===== src/rtl/swap_pkg.sv =====
package swap_pkg;

  typedef enum logic [1:0] {
    MODE_WORD = 2'b00,
    MODE_HALF = 2'b01,
    MODE_BYTE = 2'b10,
    MODE_BIT  = 2'b11
  } swap_mode_e;

  typedef struct packed {
    logic       load;
    swap_mode_e mode;
  } swap_ctrl_t;

endpackage


===== src/rtl/swap_ctrl.sv =====
module swap_ctrl
  import swap_pkg::*;
(
  input  logic       clk,
  input  logic       rstN,
  input  logic       inValid,
  input  logic [1:0] dataMode,
  output swap_ctrl_t ctrl,
  output logic       outValid
);

  always_comb begin
    ctrl.load = inValid;
    ctrl.mode = swap_mode_e'(dataMode);
  end

  always_ff @(posedge clk or negedge rstN) begin
    if (!rstN) outValid <= 1'b0;
    else       outValid <= inValid;
  end


  reset_valid_low_chk: assert property (@(posedge clk) !rstN |=> !outValid);


  valid_follow_chk: assert property (@(posedge clk) disable iff (!rstN)
    inValid |=> outValid);


  valid_idle_chk: assert property (@(posedge clk) disable iff (!rstN)
    !inValid |=> !outValid);

endmodule


===== src/rtl/swap_datapath.sv =====
module swap_datapath
  import swap_pkg::*;
#(
  parameter int WORD_W = 32,
  parameter int LANE_W = 8
) (
  input  logic              clk,
  input  logic              rstN,
  input  swap_ctrl_t        ctrl,
  input  logic [WORD_W-1:0] inWord,
  output logic [WORD_W-1:0] outWord
);

  localparam int LANES  = WORD_W / LANE_W;
  localparam int HALF_W = WORD_W / 2;

  logic [WORD_W-1:0] halfSwap;
  logic [WORD_W-1:0] laneRev;
  logic [WORD_W-1:0] bitRev;
  logic [WORD_W-1:0] nextWord;

  assign halfSwap = {inWord[HALF_W-1:0], inWord[WORD_W-1:HALF_W]};

  for (genvar b = 0; b < LANES; b++) begin : g_lane
    assign laneRev[b*LANE_W +: LANE_W] = inWord[(LANES-1-b)*LANE_W +: LANE_W];
  end

  for (genvar i = 0; i < WORD_W; i++) begin : g_bit
    assign bitRev[i] = inWord[WORD_W-1-i];
  end

  always_comb begin
    unique case (ctrl.mode)
      MODE_WORD: nextWord = inWord;
      MODE_HALF: nextWord = halfSwap;
      MODE_BYTE: nextWord = laneRev;
      MODE_BIT:  nextWord = bitRev;
      default:   nextWord = inWord;
    endcase
  end

  always_ff @(posedge clk or negedge rstN) begin
    if (!rstN)          outWord <= '0;
    else if (ctrl.load) outWord <= nextWord;
  end


  reset_word_zero_chk: assert property (@(posedge clk) !rstN |=> (outWord == '0));


  word_pass_chk: assert property (@(posedge clk) disable iff (!rstN)
    (ctrl.load && ctrl.mode == MODE_WORD) |=> (outWord == $past(inWord)));


  half_swap_chk: assert property (@(posedge clk) disable iff (!rstN)
    (ctrl.load && ctrl.mode == MODE_HALF) |=>
      (outWord[HALF_W-1:0] == $past(inWord[WORD_W-1:HALF_W]) &&
       outWord[WORD_W-1:HALF_W] == $past(inWord[HALF_W-1:0])));


  byte_rev_chk: assert property (@(posedge clk) disable iff (!rstN)
    (ctrl.load && ctrl.mode == MODE_BYTE) |=>
      (outWord[LANE_W-1:0] == $past(inWord[WORD_W-1 -: LANE_W]) &&
       outWord[WORD_W-1 -: LANE_W] == $past(inWord[LANE_W-1:0])));


  bit_rev_chk: assert property (@(posedge clk) disable iff (!rstN)
    (ctrl.load && ctrl.mode == MODE_BIT) |=>
      (outWord[0] == $past(inWord[WORD_W-1]) &&
       outWord[WORD_W-1] == $past(inWord[0])));


  idle_hold_chk: assert property (@(posedge clk) disable iff (!rstN)
    !ctrl.load |=> $stable(outWord));

endmodule


===== src/rtl/msg_word_swapper.sv =====
module msg_word_swapper
  import swap_pkg::*;
#(
  parameter int WORD_W = 32
) (
  input  logic              clk,
  input  logic              rstN,
  input  logic              inValid,
  input  logic [WORD_W-1:0] inWord,
  input  logic [1:0]        dataMode,
  output logic              outValid,
  output logic [WORD_W-1:0] outWord
);

  swap_ctrl_t ctrl;

  swap_ctrl u_ctrl (
    .clk      (clk),
    .rstN     (rstN),
    .inValid  (inValid),
    .dataMode (dataMode),
    .ctrl     (ctrl),
    .outValid (outValid)
  );

  swap_datapath #(
    .WORD_W (WORD_W),
    .LANE_W (8)
  ) u_datapath (
    .clk     (clk),
    .rstN    (rstN),
    .ctrl    (ctrl),
    .inWord  (inWord),
    .outWord (outWord)
  );

endmodule


===== config.mk =====
export PLATFORM = sky130hd
export DESIGN_NAME = msg_word_swapper
export DESIGN_NICKNAME = d
export VERILOG_FILES = /design/src/rtl/swap_pkg.sv /design/src/rtl/swap_ctrl.sv /design/src/rtl/swap_datapath.sv /design/src/rtl/msg_word_swapper.sv
export SDC_FILE = /design/constraint.sdc
export NUM_CORES = 1
export LEC_CHECK = 0
export BUFFER_PORTS_ARGS = -buffer_cell sky130_fd_sc_hd__buf_4
export CAP_MARGIN = 10
export CORE_UTILIZATION = 55
export CTS_CLUSTER_SIZE = 24
export DETAILED_ROUTE_END_ITERATION = 6
export PLACE_DENSITY_LB_ADDON = 0.08
export SYNTH_ARGS = -nofsm -noshare
export SYNTH_HDL_FRONTEND = slang
export SYNTH_SLANG_ARGS = --single-unit

===== constraint.sdc =====
create_clock -name clk -period 1.9 [get_ports clk]
set_clock_uncertainty 0.1 [all_clocks]
set_input_delay 0.19 -clock clk [delete_from_list [all_inputs] [get_ports clk]]
set_output_delay 0.19 -clock clk [all_outputs]
set_load 0.05 [all_outputs]

==> summary.txt, run 1 <==
Place
  – Port buffer count: 69
  – Post-DP Area: 0.00282 mm²
  – Dpl cells: around 320
  – Final HPWL from detailed placement: 3420 µm
  – Final GP Congestion: between 0.8 and 0.9

GRT
  – Vias in the first global route: 1757
  – First-pass GRT wire length: approximately 8500 µm
  – GR Overflow Total: 0
  – GRT Util Overall: 25.6%
  – Initial antenna violation count: 0
  – Largest net degree at the start of global routing: 36

Logic synthesis
  – Mapped Avg Cell Area: between 10 and 15 µm²
  – Synth top area cells: dfrtp_1 (36%), mux2_2 (18%), mux2_4 (12%)
  – Syn nets: 250
  – Yosys Warn Count: 0
  – FFs w/ async S/R, synth: between 90% and 100%
  – Ys flop type: dfrtp_1
  – Syn Inst Count: 213
  – Post-synth cell types: 14
  – Mapped Area: ~0.0023 mm²
  – Share of the synthesized area in the top cell type: about 36%
  – Register bit total from synthesis: 33
  – Sequential cell area fraction in the yosys report: 36.4%
  – Post-synth EDFFs: 0
  – Dominant cell type by area after synthesis: dfrtp_1

Critical path
  – R2R depth: 2
  – Critical Path Source Type: input port
  – Worst EP arrival: 1290 ps
  – Worst path bufs/invs: 2
  – CP required: between 1500 and 2000 ps
  – Max stage delay cell, worst path: mux2_2
  – Crit end category: flop
  – Worst path depth: 5
  – Setup crit end: u_datapath.outWord[28]
  – CP Class: in -> reg
  – Worst setup path startpoint: dataMode[1]
  – Critical-path cell list: buf_4 > buf_4 > mux2_2 > a22oi_1 > o21ai_1
  – Critical path fanouts, max: 18
  – RR Endpoint: u_datapath.outWord[0]
  – R2R Setup Slk: around 1100 ps
  – Most used cell, CP: buf_4
  – R2r startpoint: u_datapath.outWord[0]
  – Critical path's largest stage delay: between 300 and 400 ps
  – Crit-path leading delay family: buffers and inverters

Route
  – Pre-Repair DR Iteration Count: 4
  – Final WL: around 5000 µm
  – Via count: 1816
  – Number of vias per cell: between 5 and 6
  – Per-cell routed wire length: around 15 µm
  – Drt initial violations: roughly 140
  – DRC viols: 0
  – DRT antenna net count: 0

Clocking
  – Clk_lat worst skew: 280 ps
  – Longest Clk Path Bufs: 2
  – CTS buffer count: 5
  – CTS Root Cell: clkbuf_8
  – Clk sinks: 33
  – # Post-CTS Setup Buffers: 0
  – H-tree lvl count: 2
  – TritonCTS clock tree: done
  – Clock slew at reported path FFs: 70 ps
  – PostCTS Resize Cnt: 0

Timing
  – Final min period: around 1200 ps
  – Finish-stage setup viols: 0
  – Fmax: roughly 0.81 GHz
  – Max-Slew Margin vs Limit: between 70% and 80%
  – Slew at the pin closest to its max-slew limit: 418 ps
  – Setup TNS Final: 0 ps
  – Hold WS: 126 ps
  – Tcrit/Tclk final: 65.0%
  – Unrepaired setup endpoints after global routing: no
  – Max-slew violation count: 0
  – Final Hold Viols: 0

Layout
  – Area growth syn-to-layout: 29.0%
  – Most common cell after layout, fill and taps aside: buf_4
  – Commonest non-fill, non-tap cells in the layout: buf_4 (73), mux2_2 (37), dfrtp_1 (33), inv_1 (32), a22oi_1 (32)
  – Nets: between 300 and 400
  – Fin cells: 328
  – Share of post-route cells with drive strength above 1: 50.0%
  – Diode count: 0
  – Post-Layout Inst Area: 0.00293 mm²

Floorplan
  – IO Count: 70
  – Die ar.: around 0.0044 mm²
  – Core area: roughly 0.0038 mm²
  – FP Rows: 22
  – Die height: 66.3 µm
  – Initial Utilization: 59.8%
  – Die width: ~66 µm

Pwr
  – Peak supply drop: about 0.57 mV
  – Cell Int Power: 1.46 mW
  – Net Sw Frac: a little under two fifths
  – Sequential Power Share: between 30% and 40%
  – Power share of the clock group: 25.3%
  – Pwr Density: between 700 and 800 mW/mm²
  – Leakage: 1.41 nW
  – Sw Pwr: roughly 0.86 mW
  – Combinational power share: 38.6%

Job
  – Max-cap violations: 0

Hold path
  – HP Class: in -> reg
  – Hold Path Depth: 1

Run status
  – Status: complete, no violations
[power groups by stage]
stage / sequential (mW) / combinational [mW] / clock [mW]
floorplan: 1.15 / 0.295 / 0
global placement: 0.852 / 0.882 / 0
detailed placement: 0.851 / 0.894 / 0
CTS: 0.840 / 0.901 / 0.596
global route: 0.850 / 0.955 / 0.633
finish: 0.839 / 0.895 / 0.586
[sequential cells by signal, summed over array words and instances (netlist names)]
register            flops
u_ctrl.outValid         1
u_datapath.outWord     32
[synth_stat cells (5+ instances only)]
cell type and instances:
a22oi_1 32, mux2_1 9, buf_6 6, o21ai_1 31
clkbuf_1 5, inv_1 32, dfrtp_1 33, buf_2 6
mux2_2 37, mux2_4 18
[worst register-to-register path, stage by stage (launching register included)]
cell	delay, ps
dfrtp_1	420
inv_1	70
o21ai_1	50
[final cells by class]
class	count	area [µm²]
Clock buffer	7	96.3
Clock inverter	1	5.00
Fill cell	277	870
Inverter	32	120
Multi-Input combinational cell	130	1200
Sequential cell	33	826
Tap cell	48	60.1
Timing Repair Buffer	77	618
[worst min path at each step]
stage,start,end,slack [ps]
after global routing,inValid,u_ctrl.outValid,130
after global placement,rstN,u_datapath.outWord[8],60
after detailed placement,rstN,u_datapath.outWord[8],60
after floorplan,rstN,u_ctrl.outValid,-210
after CTS,inValid,u_ctrl.outValid,130
final,inValid,u_ctrl.outValid,130
[metrics by stage]
| stage | utilization (%) | worst slack, ps | power (mW) |
|---|---|---|---|
| 6_report | 77.1 | 665 | 2.32 |
| 5_1_grt | 77.1 | 574 | 2.44 |
| 4_1_cts | 77.1 | 652 | 2.34 |
| 3_5_place_dp | 74.2 | 353 | 1.74 |
| 3_3_place_gp | 74.2 | 396 | 1.73 |
| 2_1_floorplan | - | 646 | 1.45 |
[layer usage]
| layer | vias to the layer above | GRT usage, % | wire length [µm] |
|---|---|---|---|
| li1 | 886 | - | - |
| met1 | 874 | 34.9 | 2370 |
| met2 | 49 | 41.1 | 2400 |
| met3 | 7 | 4.83 | 219 |
| met4 | 0 | 7.98 | 51 |
| met5 | - | 0 | 0 |
[what timing repair did]
action / 4_1_cts / 5_1_grt
hold buffers: 1 / 0
hold endpoints to repair: 33 / 0
endpoints found under the setup margin: 0 / 0
[cells by family after synthesis]
kind of cell,synth area share (%)
and+or+nand+nor,0.551
AOI/OAI and AO/OA,17.6
muxes,34.7
buffers and inverters,10.7
DFF,36.4
Note: power is estimated with default switching activity, not from simulation.
==> run 2, diff against run 1 <==
Settings changed: CORE_UTILIZATION 55 to 52.
Clock period 1.9 ns to 1.3 ns, I/O delays scaled along.
==> run 2 against run 1 <==
Against the previous run:
- non-clock buffer count grew 3
- register-to-register slack lost 590 ps
- hold slack gained 6.3 ps
- die area grew 5.6%
- combinational power grew 47%
- clock-buffer cell count is the same
- critical endpoint is now outWord[0]
- largest power group unchanged
==> summary.txt, run 2 (synthesis gave the netlist of run 1 again) <==
Run status
  – Status: complete, no violations

Clocking
  – Longest Clk Path Bufs: 2
  – CTS Root Cell: clkbuf_8
  – Clk sinks: 33
  – CTS buffer count: 5
  – Clk_lat worst skew: about 280 ps
  – TritonCTS clock tree: done
  – Clock slew at reported path FFs: 70 ps
  – H-tree lvl count: 2

Critical path
  – CP Class: reg -> out
  – Worst path bufs/invs: 1
  – Max stage delay cell, worst path: dfrtp_1
  – Worst EP arrival: about 900 ps
  – Critical-path cell list: buf_4
  – CP required: roughly 1100 ps
  – Crit-path leading delay family: flip-flops
  – Crit end category: primary output
  – Critical path fanouts, max: 2
  – Critical path's largest stage delay: ~410 ps
  – Critical Path Source Type: flop

Timing
  – Slew at the pin closest to its max-slew limit: between 500 and 600 ps
  – Final min period: 1130 ps
  – Fmax: between 0.8 and 0.9 GHz
  – Finish-stage setup viols: 0
  – PnR worst setup slack: approximately 170 ps
  – Max-Slew Margin vs Limit: 64.5%
  – Setup TNS Final: 0 ps
  – Unrepaired setup endpoints after global routing: no
  – Final Hold Viols: 0
  – Tcrit/Tclk final: between 80 and 90%
  – Max-slew violation count: 0
  – Hold WS: between 100 and 150 ps

Floorplan
  – Initial Utilization: about 56%
  – IO Count: 70
  – Core area: 0.00409 mm²
  – FP Rows: 23
  – Die height: about 68 µm
  – Die ar.: around 0.0046 mm²
  – Die width: roughly 70 µm

GRT
  – Initial antenna violation count: 0
  – Vias in the first global route: about 1800
  – Largest net degree at the start of global routing: 34
  – First-pass GRT wire length: 8240 µm
  – GR Overflow Total: 0
  – GRT Util Overall: a little under a quarter

Route
  – Pre-Repair DR Iteration Count: 4
  – DRC viols: 0
  – Per-cell routed wire length: ~16 µm
  – Final WL: between 5000 and 6000 µm
  – Via count: 1806
  – DRT antenna net count: 0
  – Number of vias per cell: ~5.4
  – Drt initial violations: 73

Layout
  – Share of post-route cells with drive strength above 1: roughly half
  – Most common cell after layout, fill and taps aside: buf_4
  – Diode count: 0
  – Area growth syn-to-layout: 30.5%
  – Commonest non-fill, non-tap cells in the layout: buf_4 (74), mux2_2 (37), dfrtp_1 (33), inv_1 (32), a22oi_1 (32)
  – Max reg flops: 32
  – Nets: 319
  – Top Registers: u_datapath.outWord x32, u_ctrl.outValid x1
  – Fill cells: 327
  – Most flops, register: u_datapath.outWord

Pwr
  – Pwr Density: between 1000 and 1500 mW/mm²
  – Leakage: 1.43 nW
  – Final Power: ~3.3 mW
  – Peak supply drop: approximately 0.58 mV

Place
  – Port buffer count: 69
  – Final HPWL from detailed placement: approximately 3600 µm
  – Final GP Congestion: between 0.7 and 0.8
  – Dpl ws: -48.1 ps

Job
  – Max-cap violations: 0

Hold path
  – HP Class: in -> reg
-- run 2: cell types whose count changed in the layout (fill, tap and decap cells not counted), sizes merged --
cell,before,now
clkinv,1,0
buf,76,79
-- run 2: worst paths after layout --
check                                       start                endpoint  slack [ps]  depth (start not counted)
setup / recovery            u_datapath.outWord[0]              outWord[0]         170                          1
max in group asynchronous                    rstN   u_datapath.outWord[6]         560                          2
setup reg to reg            u_datapath.outWord[0]   u_datapath.outWord[0]         550                          2
hold reg to reg            u_datapath.outWord[16]  u_datapath.outWord[16]         410                          2
hold / removal                          inWord[9]   u_datapath.outWord[9]         130                          4
min in group asynchronous                    rstN  u_datapath.outWord[16]         230                          2
-- run 2: cell type report --
cell class | count | area (µm²) | share of cell area, %
timing repair buffer | 80 | 666 | 22.5
inverter | 32 | 120 | 4.05
multi-input combinational | 130 | 1200 | 40.6
sequential | 33 | 826 | 27.9
tap | 50 | 62.6 | 2.11
clock buffer | 7 | 86.3 | 2.91
-- run 2: per-stage QoR --
step | area [µm²] | instances | utilization (%)
floorplan | 2270 | 213 | -
global placement | 2870 | 324 | 70.2
detailed placement | 2870 | 324 | 70.2
CTS | 2960 | 332 | 72.5
global route | 2960 | 332 | 72.5
finish | 2960 | 332 | 72.5
-- run 2: report_power, final --
group | internal [mW] | switching (mW)
registers | 1.15 | 0.0732
clock network | 0.420 | 0.374
logic | 0.522 | 0.802
total | 2.10 | 1.25
-- run 2: layer usage --
metal / vias up / part of all wire (%) / track usage (%)
li1: 886 / - / -
met1: 872 / 48 / 31.7
met2: 46 / 47 / 39.5
met3: 2 / 4.4 / 4.00
met4: 0 / 0.49 / 7.81
met5: - / 0 / 0
-- run 2: timing repair --
action,in CTS,in global routing
endpoints found under the hold margin,33,0
endpoints found under the setup margin,0,0
hold buffers,1,0
setup buffers,0,0
resized for setup,0,0
==> run 3, diff against run 2 <==
Settings changed: MAX_ROUTING_LAYER set to met4.
==> run 3 against run 2 <==
Against the previous run:
- register-to-register slack about the same
- sequential cell count unchanged
- critical path type unchanged
- cell count is the same
- non-clock buffer count unchanged
- clock-buffer cell count is the same
- largest power group unchanged
- highest routed layer unchanged
==> summary.txt, run 3 (synthesis gave the netlist of run 1 again) <==
Clocking
  – Clk_lat worst skew: roughly 280 ps
  – CTS buffer count: 5
  – CTS Root Cell: clkbuf_8
  – Clk sinks: 33
  – H-tree lvl count: 2
  – Longest Clk Path Bufs: 2
  – Clock slew at reported path FFs: about 70 ps
  – TritonCTS clock tree: done

Critical path
  – Crit-path leading delay family: flip-flops
  – R2r startpoint: u_datapath.outWord[0]
  – Worst EP arrival: 900 ps
  – CP required: 1070 ps
  – Critical path fanouts, max: 2
  – Critical Path Source Type: flop
  – R2R Setup Slk: about 550 ps
  – Max stage delay cell, worst path: dfrtp_1
  – RR Endpoint: u_datapath.outWord[0]
  – R2R depth: 2
  – Critical-path cell list: buf_4
  – Critical path's largest stage delay: 410 ps
  – Worst path bufs/invs: 1
  – CP Class: reg -> out
  – Crit end category: primary output

Layout
  – Max reg flops: 32
  – Most common cell after layout, fill and taps aside: buf_4
  – Most flops, register: u_datapath.outWord
  – Post-Layout Inst Area: ~0.003 mm²
  – Fill cells: about 330
  – Nets: roughly 320
  – Area growth syn-to-layout: 30.5%
  – Share of post-route cells with drive strength above 1: about half
  – Diode count: 0
  – Top Registers: u_datapath.outWord x32, u_ctrl.outValid x1
  – Commonest non-fill, non-tap cells in the layout: buf_4 (74), mux2_2 (37), dfrtp_1 (33), inv_1 (32), a22oi_1 (32)

Route
  – Per-cell routed wire length: between 15 and 20 µm
  – DRC viols: 0
  – Number of vias per cell: 5.49
  – Final WL: 5140 µm
  – Drt initial violations: 97
  – DRT antenna net count: 0
  – Pre-Repair DR Iteration Count: 4
  – Via count: around 1800

Hold path
  – Hold Path Depth: 3
  – HP Class: in -> reg
  – Hold path endpoint: u_datapath.outWord[16]
  – Hold wc startpoint: inValid

Pwr
  – Power share of the clock group: 23.8%
  – Peak supply drop: just under 0.6 mV
  – Cell Int Power: ~2.1 mW
  – Pwr Density: 1130 mW/mm²
  – Sequential Power Share: 36.6%
  – Final Power: 3.35 mW
  – Leakage: ~1.4 nW
  – Sw Pwr: ~1.3 mW
  – Net Sw Frac: around 37%
  – Combinational power share: roughly two fifths

Timing
  – Tcrit/Tclk final: 86.6%
  – Hold WS: 127 ps
  – Max-slew violation count: 0
  – Final min period: about 1100 ps
  – Slew at the pin closest to its max-slew limit: 544 ps
  – Final Hold Viols: 0
  – Max-Slew Margin vs Limit: between 60 and 70%
  – Fmax: slightly below 0.9 GHz
  – Finish-stage setup viols: 0
  – PnR worst setup slack: ~170 ps
  – Unrepaired setup endpoints after global routing: no

Place
  – Final HPWL from detailed placement: between 3000 and 4000 µm
  – Post-DP Area: between 0.002 and 0.003 mm²
  – Dpl ws: -48.1 ps
  – Port buffer count: just under 70
  – Final GP Congestion: approximately 0.74

Floorplan
  – Initial Utilization: between 50% and 60%
  – FP Rows: 23
  – IO Count: 70
  – Core area: just over 0.004 mm²
  – Die height: ~70 µm
  – Die width: 68.1 µm
  – Die ar.: 0.00464 mm²

GRT
  – GRT Util Overall: 24.6%
  – Largest net degree at the start of global routing: 34
  – GR Overflow Total: 0
  – Vias in the first global route: 1763
  – Initial antenna violation count: 0
  – First-pass GRT wire length: 8230 µm

Run status
  – Status: complete, no violations

Job
  – Max-cap violations: 0
[run 3: how the worst max path moves through the flow]
stage                                      from                endpoint  slack (ps)  depth (start not counted)
after detailed placement                inValid  u_datapath.outWord[31]         -50                          5
after CTS                 u_datapath.outWord[0]              outWord[0]         160                          1
final                     u_datapath.outWord[0]              outWord[0]         170                          1
after global placement                  inValid   u_datapath.outWord[0]         -40                          5
after global routing      u_datapath.outWord[0]              outWord[0]         140                          1
after floorplan                     dataMode[1]   u_datapath.outWord[4]         110                          5
[run 3: through the flow]
step | setup TNS [ps] | util [%] | cells
3_5_place_dp | -576 | 70.2 | 324
5_1_grt | 0 | 72.5 | 332
2_1_floorplan | 0 | - | 213
4_1_cts | 0 | 72.5 | 332
3_3_place_gp | -532 | 70.2 | 324
6_report | 0 | 72.5 | 332
[run 3: power groups by stage]
stage	clock network, mW	registers (mW)	logic [mW]
final	0.796	1.23	1.33
after global routing	0.848	1.25	1.41
after CTS	0.819	1.23	1.33
after detailed placement	0	1.24	1.33
after global placement	0	1.24	1.31
after floorplan	0	1.69	0.431
[run 3: final cells by class]
type | count | area, µm² | area share (%)
clock buffer | 7 | 86.3 | 2.91
inverter | 32 | 120 | 4.05
multi-input combinational | 130 | 1200 | 40.6
sequential | 33 | 826 | 27.9
tap | 50 | 62.6 | 2.11
timing repair buffer | 80 | 666 | 22.5
[run 3: timing repair]
item | 4_1_cts | 5_1_grt
hold endpoints to repair | 33 | 0
gates resized for setup | 0 | 0
hold buffers | 1 | 0
setup buffers | 0 | 0
[run 3: routing by layer]
layer | GRT usage [%] | vias up | wire [µm]
met5 | - | - | 0
li1 | - | 887 | -
met1 | 31.7 | 881 | 2500
met3 | 3.83 | 6 | 226
met2 | 39.5 | 48 | 2370
met4 | 7.81 | 0 | 53
